**config.mk**
```make
export PLATFORM = sky130hd
export DESIGN_NAME = spi_sampled_slave
export DESIGN_NICKNAME = d
export VERILOG_FILES = /design/src/rtl/spi_sampled_slave.sv
export SDC_FILE = /design/constraint.sdc
export NUM_CORES = 1
export LEC_CHECK = 0
export CORE_ASPECT_RATIO = 0.8
export CORE_MARGIN = 8
export CORE_UTILIZATION = 55
export DETAILED_ROUTE_END_ITERATION = 10
export PLACE_DENSITY = 0.82
export SETUP_SLACK_MARGIN = 0.2
export SLEW_MARGIN = 20
export SYNTH_ARGS = -nofsm -noshare
export SYNTH_HDL_FRONTEND = slang
export SYNTH_SLANG_ARGS = --single-unit
export TNS_END_PERCENT = 10
```
**constraint.sdc**
```tcl
create_clock -name clk -period 3.63 [get_ports clk]
set_clock_uncertainty 0.05 [all_clocks]
set_input_delay 0.726 -clock clk [delete_from_list [all_inputs] [get_ports clk]]
set_output_delay 0.726 -clock clk [all_outputs]
set_load 0.02 [all_outputs]
```
**src/rtl/spi_sampled_slave.sv**
```systemverilog
module spi_sampled_slave #(
  parameter int W = 8
) (
  input  logic         clk,
  input  logic         rst_n,
  input  logic         sck_in,
  input  logic         cs_n_in,
  input  logic         mosi_in,
  output logic         miso_out,
  output logic         miso_oe,
  input  logic         tx_wr,
  input  logic [W-1:0] tx_data,
  input  logic         rx_rd,
  output logic [W-1:0] rx_data,
  input  logic         irq_en,
  output logic         done,
  output logic         irq
);
  localparam int CW = $clog2(W);
  localparam logic [CW-1:0] LAST = CW'(W - 1);

  logic [2:0]    sck_q, cs_q;
  logic [1:0]    mosi_q;
  logic [W-1:0]  tx_reg, tx_sh, rx_sh, rx_buf;
  logic [CW-1:0] cnt;
  logic          flag;

  always_ff @(posedge clk or negedge rst_n) begin
    if (!rst_n) begin
      sck_q  <= '0;
      cs_q   <= '1;
      mosi_q <= '0;
    end else begin
      sck_q  <= {sck_q[1:0], sck_in};
      cs_q   <= {cs_q[1:0], cs_n_in};
      mosi_q <= {mosi_q[0], mosi_in};
    end
  end

  wire active   = !cs_q[1];
  wire cs_fall  = cs_q[2] && !cs_q[1];
  wire sck_rise = active && !cs_fall && sck_q[1] && !sck_q[2];
  wire sck_fall = active && !cs_fall && !sck_q[1] && sck_q[2];
  wire complete = sck_rise && (cnt == LAST);

  always_ff @(posedge clk or negedge rst_n) begin
    if (!rst_n) tx_reg <= '0;
    else if (tx_wr) tx_reg <= tx_data;
  end

  always_ff @(posedge clk or negedge rst_n) begin
    if (!rst_n) begin
      tx_sh <= '0;
      rx_sh <= '0;
      cnt   <= '0;
    end else if (!active || cs_fall) begin
      cnt <= '0;
      if (cs_fall) tx_sh <= tx_reg;
    end else begin
      if (sck_rise) begin
        rx_sh <= {rx_sh[W-2:0], mosi_q[1]};
        cnt   <= complete ? '0 : cnt + 1'b1;
      end
      if (sck_fall) tx_sh <= (cnt == '0) ? tx_reg : {tx_sh[W-2:0], 1'b0};
    end
  end

  always_ff @(posedge clk or negedge rst_n) begin
    if (!rst_n) begin
      rx_buf <= '0;
      flag   <= 1'b0;
    end else if (complete) begin
      rx_buf <= {rx_sh[W-2:0], mosi_q[1]};
      flag   <= 1'b1;
    end else if (rx_rd) begin
      flag   <= 1'b0;
    end
  end

  assign miso_oe  = active;
  assign miso_out = active ? tx_sh[W-1] : 1'b0;
  assign rx_data  = rx_buf;
  assign done     = flag;
  assign irq      = flag && irq_en;

  a_r1_idle_count: assert property (@(posedge clk) disable iff (!rst_n)
    cs_q[1] |=> (cnt == '0));
  a_r4_flag_set: assert property (@(posedge clk) disable iff (!rst_n)
    (sck_rise && cnt == LAST) |=> done);
  a_r6_buf_hold: assert property (@(posedge clk) disable iff (!rst_n)
    !sck_rise |=> $stable(rx_data));
  a_r7_no_flag_idle: assert property (@(posedge clk) disable iff (!rst_n)
    cs_q[1] |=> !$rose(done));
  a_r8_miso_steady: assert property (@(posedge clk) disable iff (!rst_n)
    (active && !sck_fall && !cs_fall) |=> (!miso_oe || $stable(miso_out)));
endmodule

```
==> results of run 1 <==
## final timing paths
path	cells past startpoint	to
max reg2reg	3	tx_sh[5]$_DFFE_PN0P_
max in group asynchronous	1	tx_reg[3]$_DFFE_PN0P_
min	0	cs_q[1]$_DFF_PN1_
min in group asynchronous	1	rx_sh[0]$_DFFE_PN0P_
min reg2reg	0	cs_q[1]$_DFF_PN1_
max	3	irq
## synthesized netlist by cell type, drive strengths merged
cell type  count  area [sq um]
mux2i          7         70.07
dfstp          3         78.83
buf            2         16.26
nand2b         1         13.76
ha             3         37.54
inv            5         18.77
a21oi          3         15.01
nor3           5         36.29
clkbuf         2         7.510
nor3b          2         15.01
nor2b          2         12.51
nor2           1         3.750
o21ai         11         58.80
and2           1         6.260
dfrtp         40          1001
nand2         10         45.04
mux2          23         289.0
## where the power goes
part           switching [uW]  leakage, uW  internal, uW
logic                    38.6     0.000440          53.2
clock network             153    0.0000515           174
registers                34.2     0.000541           529
## layer usage
| metal | global-route usage (%) | wire length (microns) |
|---|---|---|
| met4 | 7.604 | 27 |
| met2 | 22.39 | 1712 |
| met1 | 12.97 | 1248 |
| met5 | 0 | 0 |
| met3 | 3.804 | 110 |
## logic make-up after synthesis
| kind of cell | after synthesis |
|---|---|
| adder cells (fa/ha/maj) | 3 |
| AO/OA/AOI/OAI | 14 |
| multiplexers | 30 |
| buffers and inverters | 9 |
| flip-flops | 43 |
| AND/OR/NAND/NOR | 22 |
## worst max-delay path, cell delays in order
cell and delay [ns]:
clkdlybuf4s50_1 0.44, and2_1 0.10, clkdlybuf4s50_1 0.60
## final cells by class
| cell class | instances | area, sq um |
|---|---|---|
| Clock buffer | 8 | 100.1 |
| Fill cell | 224 | 923.4 |
| Inverter | 5 | 18.77 |
| Multi-Input combinational cell | 69 | 603.1 |
| Sequential cell | 43 | 1080 |
| Tap cell | 40 | 50.05 |
| Timing Repair Buffer | 27 | 265.3 |
## per-stage QoR
step           util (%)  hold slack [ns]  instance area, sq um  std cells
2_1_floorplan         -           0.2812                  1725        121
3_3_place_gp      66.34           0.2863                  2017        184
5_1_grt           69.63           0.3128                  2117        192
4_1_cts           69.63           0.3120                  2117        192
3_5_place_dp      66.34           0.2940                  2017        184
6_report          69.63           0.3078                  2117        192
==> impl_metrics.toml, run 1 <==
[outcome]
status = "finished clean"

[global_routing]
grt_max_degree = 44
grt_pass1_vias = 1054
grt_pass1_wl_microns = 4954
grt_overflow = 0
grt_util_all_layers_pct = 12.61
grt_antenna_before_repair = 0

[synthesis]
syn_nets = 140
yosys.area_share.simple_pct = 7.687
ys_seq_area_share_pct = 62.58
synth_fa_ha_area_share_pct = 2.175
syn_area_sq_um = 1725
synth_compound_area_share_pct = 4.278
muxShareOfSynthArea_pct = 20.81
ys_ff_latch = 43
yosys_warnings = 0
synthDistinctLibCells = 23
synth_top_family_by_area = "multiplexers"
synth_xor_area_share_pct = 0
netlist_instances = 121
avgSynthCellArea_sq_um = 14.26

[routing]
ant_nets = 0
routedWlPerCell_microns = 16.14
vias_per_cell = 5.172
vias = 993
drt_iter0_drc = 30
routed_wl_microns = 3098
drc = 0
drtPass1Iterations = 4

[timing]
timing.final.crit_share_pct = 72.86
finalMaxSlewViolations = 0
relSlewSlack_pct = 39.24
fin_crit_ns = 2.645
worst_pin_slew_ns = 0.9053
fin_ws_ns = 0.9852
hold_viol_final = 0
setup_viol = 0
fmax_ghz = 0.3781
finalSetupTns_ns = 0
rsz0062_at_grt = "no"

[cells_and_area]
drive_above_1_share_pct = 25.00
layout_common_cells = "dfrtp_1, clkdlybuf4s50_1, mux2_2, nand2_1, o21ai_0"
num_antenna_cells = 0
final_nets = 170
synthToLayoutAreaGrowth_pct = 22.70
final_common_cell = "dfrtp_1"

[hold_path]
hp-class = "register to register"
min_from = "cs_q[0]$_DFF_PN1_"

[worst_setup_path]
endpoint_kind = "primary output"
startpoint = "irq_en"
worstPathMaxFanout = 1
arrival_ns = 1.87
critPathLaunchType = "input port"
critPathKind = "input port to primary output"
critical_path_required_ns = 2.85
r2r_setup_slack_ns = 1.94
r2r-start = "cs_q[1]$_DFF_PN1_"

[clock_network]
cts.htree.levels = 2
cts_buffer_depth = 2
cts_sinks = 43
post_cts_buffers = 0
clock_latency_ns = 0.29
path_clk_slew_ns = 0.08
cts_resized = 0
cts_buffers = 5
clock-root-buffer = "clkbuf_8"
hold_buffers = 0
cts_tree = "yes"

[power]
ir_drop_uv = 330.0
power.leakage_uw = 0.001033
finalPower_uw = 982.3
p_per_area_nw_per_um2 = 464.0

[floorplan]
start_util_pct = 56.75
rows = 18
ios = 28
die_h_microns = 66.10
dieArea_sq_um = 5196
core-area_sq_um = 3040
dieWidth_microns = 78.62

[placement]
routabilityCongestion = 0.7284
port-buffer-count = 27
place_ws_ns = 0.9792
dpl.hpwl_microns = 2147

[run]
maxCapViolCount = 0
Power figures use the tool's default switching activity.
==> run 2, diff against run 1 <==
Settings changed: CORE_UTILIZATION 55 to 47, PLACE_DENSITY 0.82 to 0.74.
Clock period 3.63 ns to 2.2 ns, I/O delays scaled along.
==> run 2 against run 1 <==
Effect of this change:
- non-clock buffer count rose by 1
- clock-buffer cell count fell by 1
- final cell count rose by 1.6%
- sequential share of layout area fell by 0.42 points
- clock power rose by 78%
- global-route usage fell by 1.5 points
- highest routed layer unchanged
==> impl_metrics.toml, run 2 (synthesis gave the netlist of run 1 again) <==
[routing]
routedWlPerCell_microns = 14.98
ant_nets = 0
routed_wl_microns = 2921
drc = 0
drtPass1Iterations = 4
vias_per_cell = 5.159
drt_iter0_drc = 98
vias = 1006

[worst_setup_path]
worstPathMaxFanout = 8
arrival_ns = 1.52
critPathKind = "register to primary output"
endpoint_kind = "primary output"
critPathLaunchType = "register"
critical_path_required_ns = 1.71
reg2reg_depth = 6

[global_routing]
top_usage_layer = "met2"
grt_util_all_layers_pct = 11.07
grt_overflow = 0
grt_antenna_before_repair = 0
grt_max_degree = 44
met3_usage_pct = 2.665
grt_pass1_wl_microns = 5278
use_met1_pct = 12.96
grtUsageMet2_pct = 17.88
grt_pass1_vias = 1122

[outcome]
status = "finished clean"

[floorplan]
ios = 28
start_util_pct = 49.71
dieWidth_microns = 83.74
core-area_sq_um = 3471
rows = 19
dieArea_sq_um = 5878
die_h_microns = 70.19

[cells_and_area]
multiInputGateArea_sq_um = 603.1
final_nets = 171
synthToLayoutAreaGrowth_pct = 23.71
layout_common_cells = "dfrtp_1, clkdlybuf4s50_1, mux2_2, nand2_1, o21ai_0"
num_antenna_cells = 0
postLayoutCellArea_sq_um = 2135
seq_area_sq_um = 1080
final_common_cell = "dfrtp_1"
nFillCells = 257
drive_above_1_share_pct = 24.84
finish.utilization_pct = 61.50

[clock_network]
cts_buffers = 5
post_cts_buffers = 0
cts.htree.levels = 2
clock-root-buffer = "clkbuf_8"
cts_sinks = 43
clock_latency_ns = 0.29
cts_tree = "yes"
hold_buffers = 0
cts_buffer_depth = 2
path_clk_slew_ns = 0.07

[power]
power.leakage_uw = 0.001052
ir_drop_uv = 495.6
p_per_area_nw_per_um2 = 778.3

[timing]
worst_pin_slew_ns = 0.8980
finalMaxSlewViolations = 0
fmax_ghz = 0.4971
timing.final.crit_share_pct = 91.43
hold_viol_final = 0
relSlewSlack_pct = 39.73
finalSetupTns_ns = 0
setup_viol = 0
rsz0062_at_grt = "yes"
fin_crit_ns = 2.012

[placement]
placedInstanceArea_sq_um = 2027
routabilityCongestion = 0.6808
dpl.hpwl_microns = 2056
port-buffer-count = 27

[hold_path]
hp-class = "input port to async pin"

[run]
maxCapViolCount = 0
run 2: final timing paths:
| path | start | endpoint | slack (ns) |
|---|---|---|---|
| max in group asynchronous | rst_n | cs_q[1]$_DFF_PN1_ | 1.57 |
| worst min-delay path | rst_n | rx_data[2]$_DFFE_PN0P_ | 0.16 |
| worst max register to register | cnt[0]$_DFFE_PN0P_ | tx_sh[6]$_DFFE_PN0P_ | 0.52 |
| min in group clk | mosi_q[0]$_DFF_PN0_ | mosi_q[1]$_DFF_PN0_ | 0.30 |
| worst min register to register | mosi_q[0]$_DFF_PN0_ | mosi_q[1]$_DFF_PN0_ | 0.30 |
| worst max-delay path | cs_q[1]$_DFF_PN1_ | miso_out | 0.19 |
run 2: what timing repair did:
action	CTS	global route
resized for setup	1	1
gates cloned	0	0
endpoints found under the setup margin	3	2
hold endpoints to repair	0	0
run 2: critical path, stage by stage, from the launching register on:
cell	delay, ns
dfstp_2	0.62
nor2b_1	0.07
clkdlybuf4s50_1	0.54
run 2: final cells by class:
type	count	area share (%)
well taps	42	2.462
flip-flops and latches	43	50.59
multi-input cells	69	28.25
repair buffers	28	12.84
inverters	5	0.8792
clock inverters	1	1.407
clock buffers	7	3.576
run 2: power breakdown:
part	total, uW	internal (uW)	switching (uW)
registers	929	874	55.1
clock network	582	339	243
logic	150	88.7	61.3
run 2: per-stage QoR:
step                total power, uW  hold slack, ns  setup WS, ns  std cells
floorplan                      1021         0.09441        0.5566        121
global placement               1083          0.2851        0.1183        187
detailed placement             1098          0.2895        0.1085        187
CTS                            1682          0.1785        0.1690        195
global route                   1750          0.2004        0.1048        195
finish                         1661          0.1628        0.1885        195
run 2: layer usage:
metal / vias up / wire (microns)
li1: 476 / -
met2: 17 / 1458
met5: - / 0
met4: 0 / 65
met1: 508 / 1312
met3: 5 / 85
==> run 3, diff against run 2 <==
Settings changed: CTS_CLUSTER_SIZE set to 14, GPL_ROUTABILITY_DRIVEN set to 0, PLACE_DENSITY 0.74 to 0.77.
==> run 3 against run 2 <==
Effect of this change:
- worst setup slack lost 0.011 ns
- final cell count unchanged
- non-clock buffer count unchanged
- worst hold slack got worse by 0.014 ns
==> impl_metrics.toml, run 3 (synthesis gave the netlist of run 1 again) <==
[worst_setup_path]
critPathKind = "register to primary output"
startpoint = "cs_q[1]$_DFF_PN1_"
r2r-start = "sck_q[2]$_DFF_PN0_"
max_stage_delay_ns = 0.64
crit_chain = "nor2b_1 > clkdlybuf4s50_1"
critical-path-slowest-cell = "dfstp_2"
endpoint_kind = "primary output"
r2r_setup_slack_ns = 0.45
critical_path_required_ns = 1.71
reg2reg_depth = 3
worstPathMaxFanout = 8
critPathLaunchType = "register"
arrival_ns = 1.53
worstSetupEndpoint = "miso_out"
worst_r2r_endpoint = "tx_sh[6]$_DFFE_PN0P_"

[floorplan]
rows = 19
die_h_microns = 70.19
dieArea_sq_um = 5878
core-area_sq_um = 3471
dieWidth_microns = 83.74
ios = 28
start_util_pct = 49.71

[clock_network]
path_clk_slew_ns = 0.08
cts_tree = "yes"
clock-root-buffer = "clkbuf_8"
post_cts_buffers = 0
cts_sinks = 43
cts_buffer_depth = 2
cts_buffers = 5
cts.htree.levels = 2
clock_latency_ns = 0.30

[routing]
routed_wl_microns = 3036
drt_iter0_drc = 42
vias_per_cell = 5.185
ant_nets = 0
routedWlPerCell_microns = 15.57
drtPass1Iterations = 4
drc = 0
vias = 1011

[power]
ir_drop_uv = 396.2
p_per_area_nw_per_um2 = 756.8
power.leakage_uw = 0.001047

[cells_and_area]
drive_above_1_share_pct = 26.14
synthToLayoutAreaGrowth_pct = 23.28
postLayoutCellArea_sq_um = 2127
final_nets = 171
layout_common_cells = "dfrtp_1, clkdlybuf4s50_1, mux2_2, nand2_1, o21ai_0"
final_common_cell = "dfrtp_1"
num_antenna_cells = 0

[global_routing]
grt_max_degree = 44
grt_overflow = 0
grt_antenna_before_repair = 0
grt_pass1_vias = 1164
grt_pass1_wl_microns = 5230
grt_util_all_layers_pct = 10.80

[timing]
fmax_ghz = 0.4944
setup_viol = 0
timing.final.crit_share_pct = 91.94
finalMaxSlewViolations = 0
relSlewSlack_pct = 32.55
rsz0062_at_grt = "yes"
worst_pin_slew_ns = 1.005
holdWs_ns = 0.1486
finalSetupTns_ns = 0
hold_viol_final = 0
fin_crit_ns = 2.023

[placement]
port-buffer-count = 27
dpl.hpwl_microns = 2234
placedInstanceArea_sq_um = 2027

[outcome]
status = "finished clean"

[run]
maxCapViolCount = 0

[hold_path]
hp-class = "input port to async pin"
[run 3: cell count changes in the layout (fill, tap and decap cells not counted)]
| cell | before | now |
|---|---|---|
| clkbuf_1 | 2 | 0 |
| bufinv_16 | 1 | 0 |
| clkbuf_8 | 5 | 6 |
| clkinv_4 | 0 | 1 |
| clkinvlp_4 | 0 | 1 |
[run 3: final cells by class]
| type | count | area, sq um |
|---|---|---|
| fill | 252 | 1344 |
| sequential | 43 | 1080 |
| inverter | 5 | 18.77 |
| clock inverter | 2 | 16.27 |
| tap | 42 | 52.55 |
| timing repair buffer | 28 | 274.0 |
| clock buffer | 6 | 82.58 |
| multi-input combinational | 69 | 603.1 |
[run 3: worst max-delay path, delay by kind of cell, from the launching register on]
| family | cells | cell delay (ns) |
|---|---|---|
| DFF | 1 | 0.64 |
| and+or+nand+nor | 1 | 0.07 |
| buffers and inverters | 1 | 0.53 |
[run 3: how the worst min path moves through the flow]
stage          slack (ns)                      to
6_report             0.15  rx_data[1]$_DFFE_PN0P_
5_1_grt              0.18  rx_data[1]$_DFFE_PN0P_
4_1_cts              0.16  rx_data[1]$_DFFE_PN0P_
3_5_place_dp         0.28      sck_q[1]$_DFF_PN0_
3_3_place_gp         0.28      sck_q[1]$_DFF_PN0_
2_1_floorplan        0.09      cnt[0]$_DFFE_PN0P_
[run 3: through the flow]
stage | setup WS, ns | util, % | cells | total power [uW]
after CTS | 0.1207 | 61.21 | 195 | 1623
after detailed placement | 0.08953 | 58.40 | 187 | 1100
after global routing | 0.1221 | 61.28 | 195 | 1684
after floorplan | 0.5566 | - | 121 | 1021
final | 0.1774 | 61.28 | 195 | 1610
after global placement | 0.1182 | 58.40 | 187 | 1082
[run 3: layer usage]
layer	share of wire [%]	wire length [microns]	global-route usage (%)
met3	3.1	93	2.549
met1	42	1278	11.62
met4	2.3	71	6.883
met5	0	0	0
met2	52	1593	18.65
[run 3: power by group]
group          internal, uW  switching, uW  total (uW)  leakage, uW
clock network           256            273         529    0.0000474
logic                  88.8           63.1         152     0.000459
registers               873           55.6         929     0.000541
total                  1220            391        1610      0.00105
[run 3: timing repair]
action,CTS,global route
gates resized for setup,1,1
endpoints found under the setup margin,3,2
pin swaps,0,0
hold buffers,0,0
